$ cat config.mk
export PLATFORM = sky130hd
export DESIGN_NAME = hwl_loop_unit
export DESIGN_NICKNAME = d
export VERILOG_FILES = /design/src/rtl/hwl_pkg.sv /design/src/rtl/hwl_ctx_file.sv /design/src/rtl/hwl_stack.sv /design/src/rtl/hwl_step.sv /design/src/rtl/hwl_loop_unit.sv
export SDC_FILE = /design/constraint.sdc
export NUM_CORES = 1
export LEC_CHECK = 0
export ABC_AREA = 0
export BUFFER_PORTS_ARGS = -buffer_cell sky130_fd_sc_hd__buf_2
export CAP_MARGIN = 20
export CELL_PAD_IN_SITES_DETAIL_PLACEMENT = 1
export CELL_PAD_IN_SITES_GLOBAL_PLACEMENT = 1
export CORE_ASPECT_RATIO = 1.25
export CORE_MARGIN = 1.5
export CORE_UTILIZATION = 49
export CTS_CLUSTER_SIZE = 30
export DETAILED_ROUTE_END_ITERATION = 6
export PLACE_DENSITY = 0.77
export SYNTH_ARGS = -nofsm -noshare
export SYNTH_HDL_FRONTEND = slang
export SYNTH_SLANG_ARGS = --single-unit
$ cat constraint.sdc
create_clock -name clk_i -period 3.5 [get_ports clk_i]
set_input_delay 0.35 -clock clk_i [delete_from_list [all_inputs] [get_ports clk_i]]
set_output_delay 0.35 -clock clk_i [all_outputs]
set_load 0.005 [all_outputs]
$ cat src/rtl/hwl_pkg.sv
package hwl_pkg;
  localparam int HWL_N_CTX = 4;
  localparam int HWL_DEPTH = 4;
  localparam int HWL_CNT_W = 8;
  localparam int HWL_II_W  = 4;
endpackage

$ cat src/rtl/hwl_ctx_file.sv
module hwl_ctx_file #(
  parameter int N_CTX = hwl_pkg::HWL_N_CTX,
  parameter int CNT_W = hwl_pkg::HWL_CNT_W,
  parameter int II_W  = hwl_pkg::HWL_II_W,
  localparam int CTX_W = $clog2(N_CTX)
) (
  input  logic             clk_i,
  input  logic             rst_ni,
  input  logic             we_i,
  input  logic [CTX_W-1:0] wsel_i,
  input  logic [CNT_W-1:0] trip_i,
  input  logic [II_W-1:0]  ii_i,
  input  logic [CTX_W-1:0] rsel_i,
  output logic [CNT_W-1:0] trip_o,
  output logic [II_W-1:0]  ii_o
);
  logic [CNT_W-1:0] trip_q [N_CTX];
  logic [II_W-1:0]  ii_q   [N_CTX];
  logic             wr_ok;

  assign wr_ok = we_i && (trip_i != '0) && (ii_i != '0);

  for (genvar g = 0; g < N_CTX; g++) begin : g_ctx
    always_ff @(posedge clk_i or negedge rst_ni) begin
      if (!rst_ni) begin
        trip_q[g] <= CNT_W'(1);
        ii_q[g]   <= II_W'(1);
      end else if (wr_ok && wsel_i == CTX_W'(g)) begin
        trip_q[g] <= trip_i;
        ii_q[g]   <= ii_i;
      end
    end
  end

  assign trip_o = trip_q[rsel_i];
  assign ii_o   = ii_q[rsel_i];

  AST_CTX_LEGAL: assert property (@(posedge clk_i) disable iff (!rst_ni)
    (trip_o != '0) && (ii_o != '0));
endmodule

$ cat src/rtl/hwl_stack.sv
module hwl_stack #(
  parameter int DEPTH = hwl_pkg::HWL_DEPTH,
  parameter int W     = 14,
  localparam int SP_W = $clog2(DEPTH + 1)
) (
  input  logic         clk_i,
  input  logic         rst_ni,
  input  logic         push_i,
  input  logic         pop_i,
  input  logic [W-1:0] din_i,
  output logic [W-1:0] top_o,
  output logic         empty_o,
  output logic         full_o
);
  logic [W-1:0]    mem [DEPTH];
  logic [SP_W-1:0] sp_q;

  assign empty_o = (sp_q == '0);
  assign full_o  = (sp_q == SP_W'(DEPTH));

  always_ff @(posedge clk_i or negedge rst_ni) begin
    if (!rst_ni)     sp_q <= '0;
    else if (push_i) sp_q <= sp_q + SP_W'(1);
    else if (pop_i)  sp_q <= sp_q - SP_W'(1);
  end

  for (genvar g = 0; g < DEPTH; g++) begin : g_slot
    always_ff @(posedge clk_i or negedge rst_ni) begin
      if (!rst_ni)                           mem[g] <= '0;
      else if (push_i && sp_q == SP_W'(g))  mem[g] <= din_i;
    end
  end

  always_comb begin
    top_o = '0;
    for (int i = 0; i < DEPTH; i++)
      if (sp_q == SP_W'(i + 1)) top_o = mem[i];
  end

  AST_NO_OVERFLOW: assert property (@(posedge clk_i) disable iff (!rst_ni)
    push_i |-> !full_o);
  AST_NO_UNDERFLOW: assert property (@(posedge clk_i) disable iff (!rst_ni)
    pop_i |-> !empty_o);
endmodule

$ cat src/rtl/hwl_step.sv
module hwl_step #(
  parameter int CNT_W = hwl_pkg::HWL_CNT_W,
  parameter int II_W  = hwl_pkg::HWL_II_W
) (
  input  logic [CNT_W-1:0] cnt_i,
  input  logic [II_W-1:0]  tmr_i,
  input  logic [CNT_W-1:0] trip_i,
  input  logic [II_W-1:0]  ii_i,
  output logic             slot_end_o,
  output logic             last_iter_o,
  output logic [CNT_W-1:0] cnt_inc_o,
  output logic [II_W-1:0]  tmr_inc_o
);
  assign slot_end_o  = (tmr_i == ii_i - II_W'(1));
  assign last_iter_o = (cnt_i == trip_i - CNT_W'(1));
  assign cnt_inc_o   = cnt_i + CNT_W'(1);
  assign tmr_inc_o   = tmr_i + II_W'(1);
endmodule

$ cat src/rtl/hwl_loop_unit.sv
module hwl_loop_unit #(
  parameter int N_CTX = hwl_pkg::HWL_N_CTX,
  parameter int DEPTH = hwl_pkg::HWL_DEPTH,
  parameter int CNT_W = hwl_pkg::HWL_CNT_W,
  parameter int II_W  = hwl_pkg::HWL_II_W,
  localparam int CTX_W = $clog2(N_CTX),
  localparam int FRM_W = CTX_W + CNT_W + II_W
) (
  input  logic             clk_i,
  input  logic             rst_ni,
  input  logic             cfg_we_i,
  input  logic [CTX_W-1:0] cfg_ctx_i,
  input  logic [CNT_W-1:0] cfg_trip_i,
  input  logic [II_W-1:0]  cfg_ii_i,
  input  logic             enter_i,
  input  logic [CTX_W-1:0] enter_ctx_i,
  output logic [CNT_W-1:0] cur_cnt_o,
  output logic [CNT_W-1:0] outer_cnt_o,
  output logic             active_o,
  output logic             body_start_o,
  output logic             loop_done_o,
  output logic             err_o
);
  logic             act_q, fresh_q, err_q;
  logic [CTX_W-1:0] ctx_q;
  logic [CNT_W-1:0] cnt_q;
  logic [II_W-1:0]  tmr_q;

  logic [CNT_W-1:0] trip;
  logic [II_W-1:0]  ii;
  logic             slot_end, last_iter;
  logic [CNT_W-1:0] cnt_inc;
  logic [II_W-1:0]  tmr_inc;

  logic             stk_empty, stk_full, push, pop, enter_ok, finish;
  logic [FRM_W-1:0] stk_top;

  hwl_ctx_file #(.N_CTX(N_CTX), .CNT_W(CNT_W), .II_W(II_W)) u_ctx (
    .clk_i, .rst_ni,
    .we_i(cfg_we_i), .wsel_i(cfg_ctx_i), .trip_i(cfg_trip_i), .ii_i(cfg_ii_i),
    .rsel_i(ctx_q), .trip_o(trip), .ii_o(ii)
  );

  hwl_step #(.CNT_W(CNT_W), .II_W(II_W)) u_step (
    .cnt_i(cnt_q), .tmr_i(tmr_q), .trip_i(trip), .ii_i(ii),
    .slot_end_o(slot_end), .last_iter_o(last_iter),
    .cnt_inc_o(cnt_inc), .tmr_inc_o(tmr_inc)
  );

  // enter has priority over the running loop's own step in the same cycle
  assign enter_ok = enter_i && !(act_q && stk_full);
  assign finish   = act_q && !enter_ok && slot_end && last_iter;
  assign push     = enter_ok && act_q;
  assign pop      = finish && !stk_empty;

  hwl_stack #(.DEPTH(DEPTH), .W(FRM_W)) u_stk (
    .clk_i, .rst_ni,
    .push_i(push), .pop_i(pop), .din_i({ctx_q, cnt_q, tmr_q}),
    .top_o(stk_top), .empty_o(stk_empty), .full_o(stk_full)
  );

  always_ff @(posedge clk_i or negedge rst_ni) begin
    if (!rst_ni) begin
      act_q   <= 1'b0;
      fresh_q <= 1'b0;
      err_q   <= 1'b0;
      ctx_q   <= '0;
      cnt_q   <= '0;
      tmr_q   <= '0;
    end else begin
      err_q <= enter_i && !enter_ok;
      if (enter_ok) begin
        act_q   <= 1'b1;
        fresh_q <= 1'b1;
        ctx_q   <= enter_ctx_i;
        cnt_q   <= '0;
        tmr_q   <= '0;
      end else if (act_q) begin
        if (finish) begin
          fresh_q <= 1'b0;
          if (pop) begin
            {ctx_q, cnt_q, tmr_q} <= stk_top;
          end else begin
            act_q <= 1'b0;
            cnt_q <= '0;
            tmr_q <= '0;
          end
        end else if (slot_end) begin
          fresh_q <= 1'b1;
          cnt_q   <= cnt_inc;
          tmr_q   <= '0;
        end else begin
          fresh_q <= 1'b0;
          tmr_q   <= tmr_inc;
        end
      end
    end
  end

  assign cur_cnt_o    = cnt_q;
  assign outer_cnt_o  = stk_empty ? '0 : stk_top[II_W +: CNT_W];
  assign active_o     = act_q;
  assign body_start_o = fresh_q;
  assign loop_done_o  = finish;
  assign err_o        = err_q;

  AST_IDLE_QUIET: assert property (@(posedge clk_i) disable iff (!rst_ni)
    !active_o |-> (!body_start_o && !loop_done_o && cur_cnt_o == '0));
  AST_CNT_STEP: assert property (@(posedge clk_i) disable iff (!rst_ni)
    ($past(active_o) && body_start_o && !$past(enter_i))
      |-> cur_cnt_o == $past(cur_cnt_o) + CNT_W'(1));
  AST_DONE_RELEASES: assert property (@(posedge clk_i) disable iff (!rst_ni)
    (loop_done_o && outer_cnt_o == '0 && stk_empty) |=> !active_o);
  AST_PUSH_SHOWS_OUTER: assert property (@(posedge clk_i) disable iff (!rst_ni)
    (enter_i && active_o && !stk_full) |=> outer_cnt_o == $past(cur_cnt_o));
  AST_REFUSE_FLAG: assert property (@(posedge clk_i) disable iff (!rst_ni)
    (enter_i && active_o && stk_full) |=> err_o);
endmodule

==> results.json <==
{
  "synthSimpleGateAreaFrac_pct": 10.5,
  "crit_path_cell_trace": "inv_1 -> ha_1 -> nor2_1 -> a22oi_1 -> o21ai_0 -> buf_2",
  "powerDensity_nw_per_um2": 791,
  "worst_slack_ps": 104,
  "detailedPlace.worstSlack_ps": 188,
  "hold_class": "input port to async pin",
  "cp_max_fo": 10,
  "status": "completed",
  "antennaDiodeCount": 0,
  "met1_length_um": 7320,
  "critPathKind": "register to output port",
  "final_common_cell": "dfrtp_1",
  "slew_violations": 0,
  "wl_met2_um": 9530,
  "crit_end": "outer_cnt_o[2]",
  "grt_max_degree": 77,
  "cts_root_buf": "clkbuf_16",
  "cap_violations": 0,
  "synth_top_family_by_area": "multiplexers",
  "r2r_slack_ps": 240,
  "fin_crit_ps": 3400,
  "skew_ps": 4.74,
  "area_growth_pct": 15.8,
  "io_buffers": 39,
  "clk_pin_slew_ps": 50,
  "fin_nets": 645,
  "crit_start": "u_stk.sp_q[2]",
  "drt_wl_total_um": 18000,
  "cp.required_ps": 3150,
  "synth.distinct_cells": 64,
  "cts_tree": "yes",
  "cts_max_level": 4,
  "worstSkewPairLatency_ps": 420,
  "crit_path_end_kind": "output port",
  "remaining_drc_errors": 0,
  "finalHoldViolCount": 0,
  "ir_drop_uv": 381,
  "die_area_um2": 13900,
  "mappedNetlistNets": 597,
  "gp_congestion": 0.887,
  "synth_fa_ha_area_share_pct": 1.93,
  "vias": 4858,
  "worst_path_largest_cell_delay_ps": 720,
  "r2r_end": "u_stk.sp_q[2]",
  "fp.dieW_um": 106,
  "synthArstFlopShare_pct": 100,
  "vias_per_cell": 6.10,
  "critPathTopFamily": "simple AND/OR/NAND/NOR gates",
  "drive_above_1_share_pct": 34.2,
  "p_leak_nw": 3.30,
  "fillCellCount": 1359,
  "setup_tns_ps": 0,
  "top_layer": "met4",
  "crit_buf_inv": 2,
  "std_cell_rows": 46,
  "slew_headroom_pct": 33.2,
  "wl_met3_um": 601,
  "fin_crit_sh_pct": 97.0,
  "grt_pass1_wl_um": 29400,
  "grt_overflow": 0,
  "report.final.setup_viol": 0,
  "ys_seq_area_share_pct": 48.0,
  "ys_warn_count": 0,
  "die_h_um": 132,
  "antenna_found_initial": 0,
  "cts_hold_buffers": 0,
  "r2r_start": "ctx_q[0]",
  "fmax_mhz": 294,
  "reg2reg_depth": 8,
  "drt_iter0_drc": 217,
  "cts.path.max_buffers": 2,
  "synth_compound_area_share_pct": 13.6,
  "syn_area_um2": 6480,
  "wire_per_inst_um": 22.6,
  "path_depth": 6,
  "numCtsBuffers": 17,
  "layout_common_cells": "dfrtp_1 (114), mux2_2 (88), nand2_1 (63)",
  "place_hpwl_um": 12400,
  "clock-sinks": 124,
  "tightestPinTransition_ps": 1000,
  "synth_edf_count": 0,
  "grt_pass1_vias": 5472,
  "ys.flop_type": "dfrtp_1",
  "synth-seq-cells": 124,
  "firstDrtPassIters": 5,
  "core_um2": 12800,
  "start_util_pct": 50.7,
  "syn-mean-instance-area_um2": 11.4,
  "synth_mux_area_share_pct": 20.0,
  "synthXorXnorAreaFrac_pct": 2.03,
  "top_level_ports": 40,
  "crit_slowest_cell": "nor2_1",
  "grt_usage_pct": 27.5,
  "crit_arrival_ps": 3050,
  "ant_nets": 0,
  "rsz0062_at_grt": "false",
  "cp-start-kind": "register",
  "syn-instance-count": 567
}
-- power breakdown --
group	internal, mW	switching, mW	total [mW]	leakage, nW
clock network	1.03	0.617	1.64	0.267
logic	0.964	1.28	2.24	1.47
registers	1.77	0.281	2.05	1.57
-- metal layers --
| metal | global-route usage [%] | vias up |
|---|---|---|
| met2 | 48.2 | 113 |
| met5 | 0 | - |
| met3 | 4.71 | 49 |
| met4 | 12.8 | 0 |
| li1 | - | 2189 |
| met1 | 32.6 | 2507 |
-- kinds of logic (layout without fill, tap and decap cells) --
family | count (synthesis) | in the layout
AOI/OAI and AO/OA | 122 | 122
xor gates and xnor gates | 15 | 15
adders and majority gates | 10 | 10
buffers and inverters | 58 | 119
DFF | 124 | 124
muxes | 102 | 102
and+or+nand+nor | 136 | 136
-- through the flow --
step | power (mW) | cells | area, um2 | hold slack (ps) | util [%]
after floorplan | 3.59 | 567 | 6480 | 54.4 | -
after global placement | 4.08 | 759 | 6900 | 458 | 54.0
after detailed placement | 4.21 | 759 | 6900 | 469 | 54.0
after CTS | 5.90 | 793 | 7480 | 122 | 58.5
after global routing | 6.24 | 796 | 7510 | 178 | 58.8
final | 5.94 | 796 | 7510 | 77.5 | 58.8
-- cell type report --
cell class              count  area (um2)  area share [%]
multi-input cells         385        3130            41.6
flip-flops and latches    124        3120            41.5
clock buffers              25         485            6.47
repair buffers             68         435            5.80
well taps                 168         210            2.80
inverters                  19        71.3           0.950
clock inverters             7        65.1           0.867
-- state kept, by name (all words and copies together), names as in the netlist --
name / cells
ctx_q: 2
cur_cnt_o: 8
u_ctx.trip_q: 32
body_start_o: 1
u_stk.mem: 56
u_ctx.ii_q: 16
u_stk.sp_q: 3
err_o: 1
tmr_q: 4
active_o: 1
-- worst min path at each step --
stage             startpoint             to  slack [ps]  cells after the start
2_1_floorplan         rst_ni       active_o          50                      0
3_5_place_dp   u_stk.mem[12]  u_stk.mem[12]         470                      2
4_1_cts               rst_ni  u_stk.mem[14]         120                      1
6_report              rst_ni  u_stk.mem[14]          80                      1
5_1_grt               rst_ni  u_stk.mem[14]         180                      1
3_3_place_gp   u_stk.mem[12]  u_stk.mem[12]         460                      2
-- cells in the mapped netlist, drive strengths merged, types with 10 or more instances --
master	number	area share, %
dfrtp	116	45
mux2	88	15
nand2	63	3.6
o21ai	43	3.3
nor2	23	1.3
clkbuf	21	1.2
inv	19	1.1
buf	18	1.6
mux4	12	4.4
xnor2	12	1.6
a22oi	11	1.3
ha	10	1.9
nand3	10	0.97
o211ai	10	1.2
-- worst register-to-register path: stages (launching register included) --
cell      delay [ps]
dfrtp_2          440
buf_4            200
mux4_1           600
nor2_1           190
and3_1           240
a21oi_1          120
o311ai_2         830
a41oi_1          210
o31a_1           310
-- repair_timing --
item,CTS,global route
endpoints found under the setup margin,1,1
pin swaps,1,0
gates resized for setup,3,2
setup buffers,2,3
(Power assumes the default switching activity.)
